**src/rtl/uart_tx_buf.sv**
```systemverilog
module uart_tx_buf #(
  parameter int BAUD_W  = 8,
  parameter int DATA_W  = 8,
  localparam int FRAME_W = DATA_W + 3,
  localparam int CNT_W   = $clog2(FRAME_W + 1)
) (
  input  logic             clk,
  input  logic             rst_n,
  input  logic [1:0]       bus_addr,
  input  logic             bus_wr,
  input  logic [DATA_W-1:0] bus_wdata,
  output logic [DATA_W-1:0] bus_rdata,
  output logic             txd,
  output logic             irq
);
  logic              tx_en, par_en, par_odd;
  logic [BAUD_W-1:0] baud_k, cnt;
  logic [DATA_W-1:0] hold_q;
  logic              hold_full, busy;
  logic [FRAME_W-1:0] shreg;
  logic [CNT_W-1:0]  bits_left;

  wire wr_data = bus_wr && bus_addr == 2'd0;
  wire wr_ctrl = bus_wr && bus_addr == 2'd1;
  wire wr_baud = bus_wr && bus_addr == 2'd3;
  wire kill    = wr_ctrl && !bus_wdata[7];
  wire load    = tx_en && hold_full && !busy;
  wire tick    = busy && cnt == '0;
  wire par_bit = (^hold_q) ^ par_odd;

  wire [FRAME_W-1:0] frame = par_en ? {1'b1, par_bit, hold_q, 1'b0}
                                    : {2'b11, hold_q, 1'b0};
  wire [CNT_W-1:0] frame_len = par_en ? CNT_W'(FRAME_W) : CNT_W'(FRAME_W - 1);

  assign txd = busy ? shreg[0] : 1'b1;
  assign irq = tx_en && !hold_full;

  always_comb begin
    bus_rdata = '0;
    case (bus_addr)
      2'd1: begin
        bus_rdata[7] = tx_en;
        bus_rdata[1] = par_en;
        bus_rdata[0] = par_odd;
      end
      2'd2: begin
        bus_rdata[2] = !hold_full;
        bus_rdata[1] = !hold_full && !busy;
      end
      2'd3: bus_rdata = DATA_W'(baud_k);
      default: bus_rdata = '0;
    endcase
  end

  always_ff @(posedge clk) begin
    if (!rst_n) begin
      tx_en   <= 1'b0;
      par_en  <= 1'b0;
      par_odd <= 1'b0;
      baud_k  <= '0;
    end else begin
      if (wr_ctrl) begin
        tx_en   <= bus_wdata[7];
        par_en  <= bus_wdata[1];
        par_odd <= bus_wdata[0];
      end
      if (wr_baud) baud_k <= BAUD_W'(bus_wdata);
    end
  end

  always_ff @(posedge clk) begin
    if (!rst_n) begin
      hold_full <= 1'b0;
      hold_q    <= '0;
    end else if (kill) begin
      hold_full <= 1'b0;
    end else if (wr_data && tx_en) begin
      hold_q    <= bus_wdata;
      hold_full <= 1'b1;
    end else if (load) begin
      hold_full <= 1'b0;
    end
  end

  always_ff @(posedge clk) begin
    if (!rst_n) begin
      busy      <= 1'b0;
      shreg     <= '1;
      bits_left <= '0;
      cnt       <= '0;
    end else if (kill) begin
      busy <= 1'b0;
    end else if (load) begin
      busy      <= 1'b1;
      shreg     <= frame;
      bits_left <= frame_len;
      cnt       <= baud_k;
    end else if (tick) begin
      cnt       <= baud_k;
      shreg     <= {1'b1, shreg[FRAME_W-1:1]};
      bits_left <= bits_left - 1'b1;
      if (bits_left == CNT_W'(1)) busy <= 1'b0;
    end else if (busy) begin
      cnt <= cnt - 1'b1;
    end
  end
endmodule


```
**config.mk**
```make
export PLATFORM = sky130hd
export DESIGN_NAME = uart_tx_buf
export DESIGN_NICKNAME = d
export VERILOG_FILES = /design/src/rtl/uart_tx_buf.sv
export SDC_FILE = /design/constraint.sdc
export NUM_CORES = 1
export LEC_CHECK = 0
export ABC_CLOCK_PERIOD_IN_PS = 6000
export BUFFER_PORTS_ARGS = -buffer_cell sky130_fd_sc_hd__buf_2
export CAP_MARGIN = 20
export CELL_PAD_IN_SITES_DETAIL_PLACEMENT = 0
export CELL_PAD_IN_SITES_GLOBAL_PLACEMENT = 2
export CORE_ASPECT_RATIO = 1.4
export CORE_UTILIZATION = 35
export CTS_CLUSTER_DIAMETER = 60
export DETAILED_ROUTE_END_ITERATION = 16
export PLACE_DENSITY_LB_ADDON = 0.15
export SYNTH_ARGS = -nofsm -noshare
export SYNTH_HDL_FRONTEND = slang
export SYNTH_SLANG_ARGS = --single-unit
```
**constraint.sdc**
```tcl
create_clock -name clk -period 6 [get_ports clk]
set_clock_uncertainty 0.15 [all_clocks]
set_input_delay 0.9 -clock clk [delete_from_list [all_inputs] [get_ports clk]]
set_output_delay 0.9 -clock clk [all_outputs]
set_load 0.05 [all_outputs]
```
==> Yosys cells after proc, flatten, opt, wreduce, memory -nomap -nowiden <==
Index checks and enable logic that the tools add are counted.
Widths: inputs -> output; s select.
{ "totals": {"ff_bits": 44, "output_inout_bits": 10, "elab_cells": 64} }
{ "op_classes": {"add_sub_neg": 2, "eq_ne": 4, "mux": 20, "bitwise_logic": 3, "reduce_logical": 25} }
{ "op_table": {"columns": ["op", "n"], "rows": [
  ["$mux 8", 3],
  ["$mux 11", 2],
  ["$mux 4", 3],
  ["$logic_and 1x1->1", 10],
  ["$mux 10", 1],
  ["$logic_not 8->1", 1],
  ["$reduce_and 2->1", 4],
  ["$reduce_xor 8->1", 1],
  ["$sub 8x1->8 const B", 1],
  ["$mux 1", 7],
  ["$pmux 1 s2", 3],
  ["$reduce_bool 2->1", 3],
  ["$eq 2x2->1 const B", 2],
  ["$eq 4x1->1 const B", 1],
  ["$sub 4x1->4 const B", 1],
  ["$logic_not 1->1", 3],
  ["$pmux 1 s3", 1],
  ["$reduce_bool 3->1", 1],
  ["$eq 2x1->1 const B", 1],
  ["$logic_not 2->1", 1],
  ["$not 1->1", 2],
  ["$reduce_or 2->1", 1],
  ["$xor 1x1->1", 1]
]} }

==> Depth between registers and ports, before layout <==
Gate-level depths: netlist of run 1.
{ "depth": {"word_depth": 5, "ltp_mapped": 8, "depth_no_buf": 7} }

==> Least setup slack after synthesis of run 1 <==
No wires, ideal clock.
{ "synth_timing": {"path_type": "input to output", "startpoint": "input bus_addr[1]", "endpoint": "output bus_rdata[1]", "arrival_ps": 2921, "required_time_ps": 4950, "path_slack_ps": 2029, "cell_stages": 3, "n_path_buf": 1, "path_cell_list": "clkbuf_1 -> inv_1 -> o41ai_1"} }
{ "synth_via": {"elab_chain_len": 2, "word_cells_on_any_way": 4, "classes_between": "eq/ne: 3; mux: 1"} }
{ "synth_lines": {"columns": ["element", "line_no", "source"], "rows": [
  ["from (decl)", "9", "input logic [1:0] bus_addr,"],
  ["$eq 2x2->1 / $eq 2x1->1 (equally long branches)", "40", "case (bus_addr)"],
  ["$pmux 1 s3 *", "40", null],
  ["to (decl)", "12", "output logic [DATA_W-1:0] bus_rdata,"]
]} }
Every way passes the cells marked *; elsewhere a longest branch is shown, timed or not.

==> Final worst setup path of run 1 <==
Same ends and word-level chain as after synthesis.

==> impl_metrics.prom, run 1 <==
# TYPE chip_impl_metric gauge
chip_impl_metric{name="vertical_extent_of_the_die",unit="um"} 95.5
chip_impl_info{name="critPathLaunchType",value="input pin"} 1
chip_impl_metric{name="post_drt_via_cell_ratio",unit=""} 5.36
chip_impl_metric{name="global_route.overflow_total",unit=""} 0
chip_impl_metric{name="port-buffer-count",unit=""} 22
chip_impl_metric{name="worst-r2r-cell-count",unit=""} 4
chip_impl_metric{name="number_of_global_route_vias_before_repair",unit=""} 1829
chip_impl_metric{name="finalSetupViolCount",unit=""} 0
chip_impl_metric{name="largest_vdd_supply_drop",unit="mV"} 0.106
chip_impl_metric{name="grt_start_max_net_pins",unit=""} 30
chip_impl_metric{name="synth.lib_cells_used.distinct",unit=""} 48
chip_impl_metric{name="slew_headroom",unit="%"} 33.1
chip_impl_info{name="clk_root_buffer_cell",value="clkbuf_8"} 1
chip_impl_info{name="synth-main-ff-cell",value="dfxtp_1"} 1
chip_impl_info{name="cp_cell_sequence",value="buf_2, mux2_2, nand2_1, o41ai_1, buf_2"} 1
chip_impl_metric{name="powerDensity",unit="nW/um2"} 210
chip_impl_metric{name="instances_no_fill",unit=""} 341
chip_impl_info{name="slowest_stage_cell_cp",value="mux2_2"} 1
chip_impl_metric{name="n_antenna_cell",unit=""} 0
chip_impl_metric{name="period_share",unit="%"} 48.3
chip_impl_metric{name="post_cts_resized",unit=""} 0
chip_impl_metric{name="finish.net_count",unit=""} 287
chip_impl_metric{name="globalRouteMet3Util",unit="%"} 3.83
chip_impl_metric{name="r2r_slack",unit="ns"} 3.42
chip_impl_metric{name="post_synth_inst_count",unit=""} 254
chip_impl_metric{name="post-place-cells",unit=""} 333
chip_impl_metric{name="switchingPower",unit="uW"} 126
chip_impl_metric{name="syn-cell-area",unit="um2"} 2190
chip_impl_metric{name="route.vias.total",unit=""} 1828
chip_impl_metric{name="dieArea",unit="um2"} 6570
chip_impl_metric{name="grtUsageMet2",unit="%"} 35.5
chip_impl_info{name="setup.worst_path.start",value="bus_addr[1]"} 1
chip_impl_metric{name="drt_iter0_markers",unit=""} 56
chip_impl_metric{name="clkPwrFrac",unit="%"} 35.4
chip_impl_metric{name="path_max_fanout",unit=""} 12
chip_impl_metric{name="dr.pass1.iters",unit=""} 4
chip_impl_info{name="tritoncts_clock_tree",value="yes"} 1
chip_impl_info{name="critical-path-top-delay-family",value="buffers and inverters"} 1
chip_impl_info{name="run_status",value="completed"} 1
chip_impl_metric{name="insertion_delay",unit="ns"} 0.29
chip_impl_metric{name="groute.layer.met1.usage",unit="%"} 23.1
chip_impl_metric{name="horizontal_die_dimension",unit="um"} 68.8
chip_impl_metric{name="cts_max_level",unit=""} 2
chip_impl_metric{name="drive_gt1_share",unit="%"} 15.9
chip_impl_metric{name="internal-power",unit="uW"} 381
chip_impl_info{name="rsz_0062_raised_after_global_routing",value="no"} 1
chip_impl_metric{name="hpwlAfterDp",unit="mm"} 4.25
chip_impl_metric{name="grt_pass1_wl",unit="mm"} 9.36
chip_impl_metric{name="post_cts_hold_buffer_count",unit=""} 0
chip_impl_metric{name="delay_of_the_slowest_cell_on_the_worst_path",unit="ns"} 0.37
chip_impl_info{name="launch_instance_of_the_worst_register_to_register_path",value="busy"} 1
chip_impl_metric{name="period_minus_slack",unit="ns"} 2.90
chip_impl_metric{name="critPathBufInv",unit=""} 2
chip_impl_metric{name="final_max_slew_viol_count",unit=""} 0
chip_impl_info{name="hold_end",value="shreg[0]"} 1
chip_impl_metric{name="area_growth",unit="%"} 10.4
chip_impl_metric{name="core.rowCount",unit=""} 33
chip_impl_metric{name="synth_fp_nets",unit=""} 271
chip_impl_metric{name="p_seq_share",unit="%"} 57.5
chip_impl_metric{name="synth_sequential_area_ratio",unit="%"} 39.4
chip_impl_metric{name="pin_count",unit=""} 23
chip_impl_metric{name="clk_transition_reported_paths",unit="ns"} 0.08
chip_impl_metric{name="post_synth.cell_area_avg",unit="um2"} 8.61
chip_impl_metric{name="postCtsSetupRepairBufs",unit=""} 0
chip_impl_metric{name="crit_arrival",unit="ns"} 1.85
chip_impl_metric{name="sw_frac_of_total",unit="%"} 24.9
chip_impl_metric{name="share_of_flip_flops_with_an_asynchronous_set_or_reset",unit="%"} 0
chip_impl_metric{name="max_cap_violations",unit=""} 0
chip_impl_metric{name="critical_path_cell_count",unit=""} 5
chip_impl_metric{name="route.detailed.drc",unit=""} 0
chip_impl_metric{name="start_util",unit="%"} 36.8
chip_impl_info{name="hold_path_startpoint",value="shreg[0]"} 1
chip_impl_info{name="hold_path_class",value="flip-flop to flip-flop"} 1
chip_impl_metric{name="core_area",unit="um2"} 5950
chip_impl_metric{name="grt_antenna_before_repair",unit=""} 0
chip_impl_metric{name="worst_ep_required_time",unit="ns"} 4.95
chip_impl_info{name="critical_path.reg2reg.endpoint",value="shreg[6]"} 1
chip_impl_metric{name="timing.final.hold_violations",unit=""} 0
chip_impl_metric{name="antenna_left",unit=""} 0
chip_impl_metric{name="wl_per_cell",unit="um"} 17.2
chip_impl_metric{name="clkSinkCount",unit=""} 43
chip_impl_metric{name="numCtsBuffers",unit=""} 5
chip_impl_metric{name="number_of_storage_elements_in_the_synthesis_netlist",unit=""} 43
chip_impl_info{name="cp_common_cell",value="buf_2"} 1
chip_impl_metric{name="power_leakage",unit="nW"} 1.07
chip_impl_info{name="endpoint_kind",value="output port"} 1
chip_impl_metric{name="clockBufferDepth",unit=""} 2
chip_impl_metric{name="gp_congestion",unit=""} 0.752
chip_impl_metric{name="yosys_warnings",unit=""} 0
chip_impl_metric{name="tns",unit="ns"} 0
chip_impl_metric{name="final_wirelength",unit="mm"} 5.88
chip_impl_info{name="busiest_layer",value="met2"} 1
chip_impl_metric{name="timing_worst_slew_pin_value",unit="ns"} 1.00
chip_impl_metric{name="synth_edf_count",unit=""} 0
chip_impl_metric{name="power.share.combinational",unit="%"} 7.2
chip_impl_metric{name="fmax",unit="MHz"} 345
chip_impl_metric{name="grt_usage",unit="%"} 19.9
chip_impl_metric{name="min_path_cells",unit=""} 2
chip_impl_info{name="worst-setup-path-type",value="input pin to output port"} 1
[cell usage after synthesis (all sizes together), types with 3 or more instances]
cell type   n  area (um2)
nor2b       4        25.0
mux2i      21         210
o22ai       3        18.8
buf         3        27.5
dfxtp      43         861
a21oi      10        50.1
and3        5        31.3
nand2b      3        18.8
nor3        4        20.0
o21ai       8        51.3
ha          4        50.1
o311ai      8        70.1
inv         9        33.8
nand2      22        85.1
nand3       6        30.0
clkbuf     11        41.3
nor2       48         183
xnor2       6        52.6
[final cells by class]
class / count / area, um2
clock buffers: 5 / 68.8
well taps: 70 / 87.6
fillers: 654 / 3530
repair buffers: 23 / 118
inverters: 9 / 33.8
clock inverters: 3 / 15.0
flip-flops and latches: 43 / 861
multi-input cells: 188 / 1230
[worst min-delay path, delay by kind of cell, from the launching register on]
family	cells	cell delay, ns
flops	1	0.33
simple gates	2	0.12
[metrics by stage]
step	cell area (um2)	power (mW)	util [%]	hold WS [ns]	worst slack [ns]
6_report	2410	0.507	40.6	0.321	3.10
5_1_grt	2410	0.530	40.6	0.364	3.03
4_1_cts	2410	0.515	40.6	0.323	3.11
3_5_place_dp	2330	0.335	39.2	0.305	3.11
3_3_place_gp	2330	0.335	39.2	0.305	3.13
2_1_floorplan	2190	0.321	-	0.281	2.03
[cell usage in the layout (no fill, tap or decap), drive strengths merged, types with 6 or more instances in the layout]
| cell | n |
|---|---|
| buf | 23 |
| o21ai | 8 |
| nor2 | 48 |
| o311ai | 8 |
| inv | 9 |
| dfxtp | 43 |
| xnor2 | 6 |
| a21oi | 10 |
| nand2 | 22 |
| nand3 | 6 |
| mux2i | 21 |
[worst max path at each step]
stage | end | slack [ns]
4_1_cts | bus_rdata[1] | 3.11
3_5_place_dp | bus_rdata[1] | 3.11
5_1_grt | bus_rdata[1] | 3.03
2_1_floorplan | bus_rdata[1] | 2.03
3_3_place_gp | bus_rdata[1] | 3.13
6_report | bus_rdata[1] | 3.10
[routing by layer]
metal | vias to the layer above | routed length (um)
li1 | 923 | -
met1 | 868 | 2540
met2 | 28 | 3060
met3 | 9 | 162
met4 | 0 | 124
met5 | - | 0
[power groups by stage]
stage	clock (mW)	sequential, mW	combinational, mW
2_1_floorplan	0	0.297	0.0245
5_1_grt	0.199	0.292	0.0396
6_report	0.179	0.291	0.0362
3_3_place_gp	0	0.298	0.0363
4_1_cts	0.187	0.291	0.0366
3_5_place_dp	0	0.298	0.0365
[cell families after synthesis]
| logic type | Yosys count | synth area share (%) |
|---|---|---|
| buffers and inverters | 23 | 4.69 |
| adder cells (fa/ha/maj) | 4 | 2.29 |
| AND/OR/NAND/NOR | 104 | 22.5 |
| multiplexers | 23 | 10.6 |
| AO/OA/AOI/OAI | 48 | 16.2 |
| flip-flops | 43 | 39.4 |
| XOR/XNOR | 9 | 4.23 |
[sequential cells by signal, indices dropped and copies added (netlist names)]
signal and cells:
shreg 10, baud_k 8, cnt 8, hold_q 8, bits_left 4, busy 1, hold_full 1, par_en 1
par_odd 1, tx_en 1
No activity file was read; power rests on OpenSTA's default activity.
==> run 2, diff against run 1 <==
Settings changed: ABC_CLOCK_PERIOD_IN_PS 6000 to 2500, CORE_UTILIZATION 35 to 32.
Clock period 6 ns to 2.5 ns, I/O delays scaled along.
==> run 2 against run 1 <==
Sequential power increased by 140%. Sequential share of layout area shrank 1.1 points. Cell count up 7.6%. Wire length up 0.99%. Critical endpoint is now shreg[4]. Highest routed layer unchanged.
==> impl_metrics.prom, run 2 (synthesis gave the netlist of run 1 again) <==
# TYPE chip_impl_metric gauge
chip_impl_metric{name="core.rowCount",unit=""} 35
chip_impl_metric{name="period_minus_slack",unit="ns"} 2.28
chip_impl_info{name="run_status",value="completed"} 1
chip_impl_metric{name="powerDensity",unit="nW/um2"} 510
chip_impl_metric{name="post_cts_resized",unit=""} 0
chip_impl_metric{name="final_wirelength",unit="mm"} 5.94
chip_impl_metric{name="post_cts_hold_buffer_count",unit=""} 0
chip_impl_metric{name="r2r_slack",unit="ns"} 0.22
chip_impl_metric{name="horizontal_die_dimension",unit="um"} 71.9
chip_impl_metric{name="drt_iter0_markers",unit=""} 116
chip_impl_metric{name="number_of_global_route_vias_before_repair",unit=""} 1836
chip_impl_info{name="critical-path-top-delay-family",value="simple AND/OR/NAND/NOR gates"} 1
chip_impl_metric{name="cts_max_level",unit=""} 2
chip_impl_metric{name="wl_per_cell",unit="um"} 16.2
chip_impl_metric{name="clockBufferDepth",unit=""} 2
chip_impl_info{name="worst-setup-path-type",value="flip-flop to flip-flop"} 1
chip_impl_metric{name="core_area",unit="um2"} 6610
chip_impl_metric{name="drive_gt1_share",unit="%"} 17.5
chip_impl_metric{name="start_util",unit="%"} 33.1
chip_impl_info{name="leading_cell_type_in_the_layout_fill_and_taps_excluded",value="nor2_1"} 1
chip_impl_metric{name="instances_no_fill",unit=""} 367
chip_impl_info{name="slowest_stage_cell_cp",value="or4_1"} 1
chip_impl_metric{name="area_of_all_placed_cells_without_fillers",unit="um2"} 2490
chip_impl_info{name="hold_path_class",value="input pin to flip-flop"} 1
chip_impl_metric{name="final_max_slew_viol_count",unit=""} 0
chip_impl_metric{name="fillers",unit=""} 711
chip_impl_metric{name="total_power",unit="mW"} 1.27
chip_impl_metric{name="grt_pass1_wl",unit="mm"} 9.69
chip_impl_metric{name="final_critical_path_setup_slack",unit="ns"} 0.216
chip_impl_metric{name="grt_antenna_before_repair",unit=""} 0
chip_impl_metric{name="largest_vdd_supply_drop",unit="mV"} 0.309
chip_impl_metric{name="global_route.overflow_total",unit=""} 0
chip_impl_metric{name="hold_slack",unit="ns"} 0.178
chip_impl_metric{name="pin_count",unit=""} 23
chip_impl_metric{name="grt_start_max_net_pins",unit=""} 25
chip_impl_metric{name="post-place-cells",unit=""} 359
chip_impl_metric{name="worst-r2r-cell-count",unit=""} 4
chip_impl_info{name="critPathLaunchType",value="flip-flop"} 1
chip_impl_metric{name="antenna_left",unit=""} 0
chip_impl_metric{name="postCtsSetupRepairBufs",unit=""} 0
chip_impl_metric{name="port-buffer-count",unit=""} 22
chip_impl_metric{name="largest_reg_flops",unit=""} 10
chip_impl_info{name="largest-register",value="shreg"} 1
chip_impl_metric{name="dr.pass1.iters",unit=""} 4
chip_impl_metric{name="max_cap_violations",unit=""} 0
chip_impl_metric{name="insertion_delay",unit="ns"} 0.30
chip_impl_metric{name="timing.final.hold_violations",unit=""} 0
chip_impl_metric{name="n_antenna_cell",unit=""} 0
chip_impl_metric{name="area_growth",unit="%"} 14.0
chip_impl_metric{name="power_leakage",unit="nW"} 1.10
chip_impl_metric{name="finish.net_count",unit=""} 291
chip_impl_metric{name="worst_ep_required_time",unit="ns"} 2.54
chip_impl_metric{name="placed_cell_area",unit="um2"} 2390
chip_impl_info{name="clk_root_buffer_cell",value="clkbuf_8"} 1
chip_impl_metric{name="hpwlAfterDp",unit="mm"} 4.34
chip_impl_metric{name="vertical_extent_of_the_die",unit="um"} 99.8
chip_impl_metric{name="dieArea",unit="um2"} 7170
chip_impl_metric{name="path_max_fanout",unit=""} 19
chip_impl_metric{name="gp_congestion",unit=""} 0.759
chip_impl_metric{name="delay_of_the_slowest_cell_on_the_worst_path",unit="ns"} 0.65
chip_impl_info{name="rsz_0062_raised_after_global_routing",value="no"} 1
chip_impl_info{name="tritoncts_clock_tree",value="yes"} 1
chip_impl_metric{name="critPathBufInv",unit=""} 0
chip_impl_metric{name="numCtsBuffers",unit=""} 5
chip_impl_metric{name="fmax",unit="MHz"} 438
chip_impl_metric{name="final_core_utilization",unit="%"} 37.7
chip_impl_metric{name="critical_path_cell_count",unit=""} 4
chip_impl_info{name="cp_cell_sequence",value="or4_1, o21ai_4, nand2_2, o311ai_0"} 1
chip_impl_metric{name="grt_usage",unit="%"} 18.0
chip_impl_metric{name="clkSinkCount",unit=""} 43
chip_impl_metric{name="clk_transition_reported_paths",unit="ns"} 0.09
chip_impl_metric{name="tns",unit="ns"} 0
chip_impl_metric{name="finalSetupViolCount",unit=""} 0
chip_impl_info{name="endpoint_kind",value="flip-flop"} 1
chip_impl_metric{name="slew_headroom",unit="%"} 55.9
chip_impl_info{name="layout_common_cells",value="nor2_1, dfxtp_1, buf_2"} 1
chip_impl_metric{name="period_share",unit="%"} 91.4
chip_impl_metric{name="min_path_cells",unit=""} 3
chip_impl_metric{name="crit_arrival",unit="ns"} 2.33
chip_impl_metric{name="route.vias.total",unit=""} 1841
chip_impl_metric{name="timing_worst_slew_pin_value",unit="ns"} 0.658
chip_impl_metric{name="route.detailed.drc",unit=""} 0
chip_impl_metric{name="dp_worst_setup_slack",unit="ns"} 0.198
chip_impl_metric{name="post_drt_via_cell_ratio",unit=""} 5.02
==> run 2: worst paths after layout <==
check / start / to
worst min-delay path: bus_wdata[6] / baud_k[6]
worst max-delay path: cnt[4] / shreg[4]
worst min register to register: shreg[0] / shreg[0]
worst max register to register: cnt[4] / shreg[4]
==> run 2: final cells by class <==
class	instances	area, um2	area share (%)
inverter	9	33.8	1.35
timing repair buffer	27	148	5.92
multi-input combinational	188	1240	49.6
clock inverter	2	16.3	0.652
tap	92	115	4.62
sequential	43	861	34.5
clock buffer	6	82.6	3.31
==> run 2: routing by layer <==
metal / part of all wire, % / track usage [%] / routed length, um
met3: 1.9 / 2.91 / 113
met4: 1.8 / 6.49 / 108
met2: 51 / 32.2 / 3040
met5: 0 / 0 / 0
met1: 45 / 21.3 / 2680
==> run 2: power by group <==
part / switching, mW / internal (mW) / total (mW) / leakage, nW
combinational: 0.0594 / 0.0331 / 0.0925 / 0.704
clock: 0.256 / 0.226 / 0.481 / 0.0474
sequential: 0.00731 / 0.691 / 0.699 / 0.348
total: 0.322 / 0.950 / 1.27 / 1.10
==> run 2: worst reg2reg max path, stage by stage (launching register included) <==
cell and delay [ns]:
dfxtp_1 0.36, or4_1 0.65, o21ai_4 0.33, nand2_2 0.29, o311ai_0 0.40
==> run 3, diff against run 2 <==
Settings changed: CAP_MARGIN 20 to 10, REMOVE_ABC_BUFFERS set to 1.
==> run 3 against run 2 <==
Final area grew 1.4%. Cell count increased by 0.82%. First-iteration DRC count fell by 29%. Register-to-register slack better by 0.03 ns. Fmax increased by 1.4%. Critical path type unchanged. Critical endpoint is now shreg[3]. Largest power group unchanged.
==> impl_metrics.prom, run 3 (synthesis gave the netlist of run 1 again) <==
# TYPE chip_impl_metric gauge
chip_impl_info{name="run_status",value="completed"} 1
chip_impl_metric{name="hpwlAfterDp",unit="mm"} 4.39
chip_impl_metric{name="largest_reg_flops",unit=""} 10
chip_impl_metric{name="r2r_slack",unit="ns"} 0.25
chip_impl_metric{name="grt_pass1_wl",unit="mm"} 9.23
chip_impl_metric{name="power.share.combinational",unit="%"} 6.9
chip_impl_metric{name="crit_arrival",unit="ns"} 2.29
chip_impl_metric{name="numCtsBuffers",unit=""} 5
chip_impl_metric{name="clkSinkCount",unit=""} 43
chip_impl_metric{name="placed_cell_area",unit="um2"} 2410
chip_impl_metric{name="core.rowCount",unit=""} 35
chip_impl_metric{name="finalSetupViolCount",unit=""} 0
chip_impl_metric{name="cts_max_level",unit=""} 2
chip_impl_metric{name="timing_worst_slew_pin_value",unit="ns"} 0.580
chip_impl_metric{name="min_path_cells",unit=""} 3
chip_impl_info{name="endpoint_kind",value="flip-flop"} 1
chip_impl_info{name="layout_common_cells",value="nor2_1, dfxtp_1, buf_2"} 1
chip_impl_metric{name="internal-power",unit="mW"} 1.05
chip_impl_metric{name="total_power",unit="mW"} 1.36
chip_impl_metric{name="final_wirelength",unit="mm"} 5.84
chip_impl_metric{name="post_drt_via_cell_ratio",unit=""} 5.00
chip_impl_metric{name="number_of_global_route_vias_before_repair",unit=""} 1758
chip_impl_metric{name="drive_gt1_share",unit="%"} 18.0
chip_impl_info{name="hold_path_class",value="input pin to flip-flop"} 1
chip_impl_metric{name="clkPwrFrac",unit="%"} 41.9
chip_impl_metric{name="core_area",unit="um2"} 6610
chip_impl_metric{name="largest_vdd_supply_drop",unit="mV"} 0.271
chip_impl_metric{name="grt_antenna_before_repair",unit=""} 0
chip_impl_metric{name="worst-r2r-cell-count",unit=""} 4
chip_impl_metric{name="port-buffer-count",unit=""} 22
chip_impl_info{name="critPathLaunchType",value="flip-flop"} 1
chip_impl_metric{name="gp_congestion",unit=""} 0.718
chip_impl_metric{name="route.vias.total",unit=""} 1849
chip_impl_metric{name="clockBufferDepth",unit=""} 2
chip_impl_metric{name="route.detailed.drc",unit=""} 0
chip_impl_info{name="hold_path_startpoint",value="bus_wdata[4]"} 1
chip_impl_metric{name="fmax",unit="MHz"} 444
chip_impl_metric{name="path_max_fanout",unit=""} 19
chip_impl_info{name="clk_root_buffer_cell",value="clkbuf_8"} 1
chip_impl_metric{name="area_of_all_placed_cells_without_fillers",unit="um2"} 2530
chip_impl_metric{name="p_seq_share",unit="%"} 51.3
chip_impl_metric{name="post_cts_hold_buffer_count",unit=""} 0
chip_impl_metric{name="dr.pass1.iters",unit=""} 4
chip_impl_metric{name="power_leakage",unit="nW"} 1.12
chip_impl_metric{name="powerDensity",unit="nW/um2"} 539
chip_impl_metric{name="pin_count",unit=""} 23
chip_impl_metric{name="global_route.overflow_total",unit=""} 0
chip_impl_info{name="worst-setup-path-type",value="flip-flop to flip-flop"} 1
chip_impl_metric{name="grt_start_max_net_pins",unit=""} 20
chip_impl_metric{name="post_cts_resized",unit=""} 0
chip_impl_metric{name="period_minus_slack",unit="ns"} 2.25
chip_impl_info{name="launch_instance_of_the_worst_register_to_register_path",value="cnt[4]"} 1
chip_impl_metric{name="max_cap_violations",unit=""} 0
chip_impl_metric{name="slew_headroom",unit="%"} 61.3
chip_impl_metric{name="final_max_slew_viol_count",unit=""} 0
chip_impl_metric{name="vertical_extent_of_the_die",unit="um"} 99.8
chip_impl_info{name="hold_end",value="baud_k[4]"} 1
chip_impl_metric{name="switchingPower",unit="uW"} 313
chip_impl_metric{name="wl_per_cell",unit="um"} 15.8
chip_impl_info{name="leading_cell_type_in_the_layout_fill_and_taps_excluded",value="nor2_1"} 1
chip_impl_metric{name="n_antenna_cell",unit=""} 0
chip_impl_info{name="critical_path.reg2reg.endpoint",value="shreg[3]"} 1
chip_impl_metric{name="area_growth",unit="%"} 15.6
chip_impl_metric{name="antenna_left",unit=""} 0
chip_impl_metric{name="grt_usage",unit="%"} 17.2
chip_impl_metric{name="finish.net_count",unit=""} 294
chip_impl_metric{name="period_share",unit="%"} 90.2
chip_impl_metric{name="drt_iter0_markers",unit=""} 82
chip_impl_info{name="largest-register",value="shreg"} 1
chip_impl_metric{name="sw_frac_of_total",unit="%"} 23.0
chip_impl_info{name="rsz_0062_raised_after_global_routing",value="no"} 1
chip_impl_info{name="tritoncts_clock_tree",value="yes"} 1
chip_impl_metric{name="postCtsSetupRepairBufs",unit=""} 0
chip_impl_metric{name="start_util",unit="%"} 33.1
chip_impl_metric{name="dieArea",unit="um2"} 7170
chip_impl_metric{name="worst_ep_required_time",unit="ns"} 2.54
chip_impl_metric{name="timing.final.hold_violations",unit=""} 0
chip_impl_metric{name="horizontal_die_dimension",unit="um"} 71.9
chip_impl_metric{name="clk_transition_reported_paths",unit="ns"} 0.09
chip_impl_metric{name="insertion_delay",unit="ns"} 0.29
run 3: worst max path at each step:
stage,start,endpoint,slack (ns),cells after the start
2_1_floorplan,busy,bus_rdata[1],-0.09,1
3_3_place_gp,cnt[4],cnt[2],0.31,5
3_5_place_dp,cnt[4],shreg[3],0.25,4
4_1_cts,cnt[4],shreg[3],0.23,4
5_1_grt,cnt[4],shreg[4],0.07,4
6_report,cnt[4],shreg[3],0.25,4
run 3: metal layers:
metal / GRT usage [%] / routed length (um) / vias up
li1: - / - / 939
met1: 22.0 / 2660 / 876
met2: 29.8 / 2950 / 29
met3: 2.41 / 163 / 5
met4: 5.28 / 72 / 0
met5: 0 / 0 / -
run 3: cell type report:
type	instances	area (um2)
sequential	43	861
clock buffer	6	82.6
tap	92	115
clock inverter	2	35.0
multi-input combinational	188	1230
timing repair buffer	30	170
fill	680	4090
inverter	9	33.8
run 3: metrics by stage:
stage | hold slack (ns) | setup slack (ns) | setup TNS [ns] | utilization, % | std cells
finish | 0.181 | 0.246 | 0 | 38.2 | 370
global route | 0.208 | 0.0745 | 0 | 38.2 | 370
CTS | 0.179 | 0.229 | 0 | 38.2 | 370
detailed placement | 0.300 | 0.252 | 0 | 36.4 | 362
global placement | 0.308 | 0.308 | 0 | 36.4 | 362
floorplan | 0.280 | -0.0927 | -0.0927 | - | 240
run 3: critical path, cell delays in order (launching register included):
cell and delay (ns):
dfxtp_1 0.36, or4_1 0.64, o21ai_4 0.33, nand2_2 0.28, o311ai_0 0.39
run 3: power by group through the flow:
stage / sequential (mW) / combinational (mW) / clock [mW]
after floorplan: 0.712 / 0.0521 / 0
final: 0.699 / 0.0937 / 0.571
after global routing: 0.700 / 0.102 / 0.618
after detailed placement: 0.715 / 0.0947 / 0
after global placement: 0.715 / 0.0950 / 0
after CTS: 0.699 / 0.0948 / 0.593
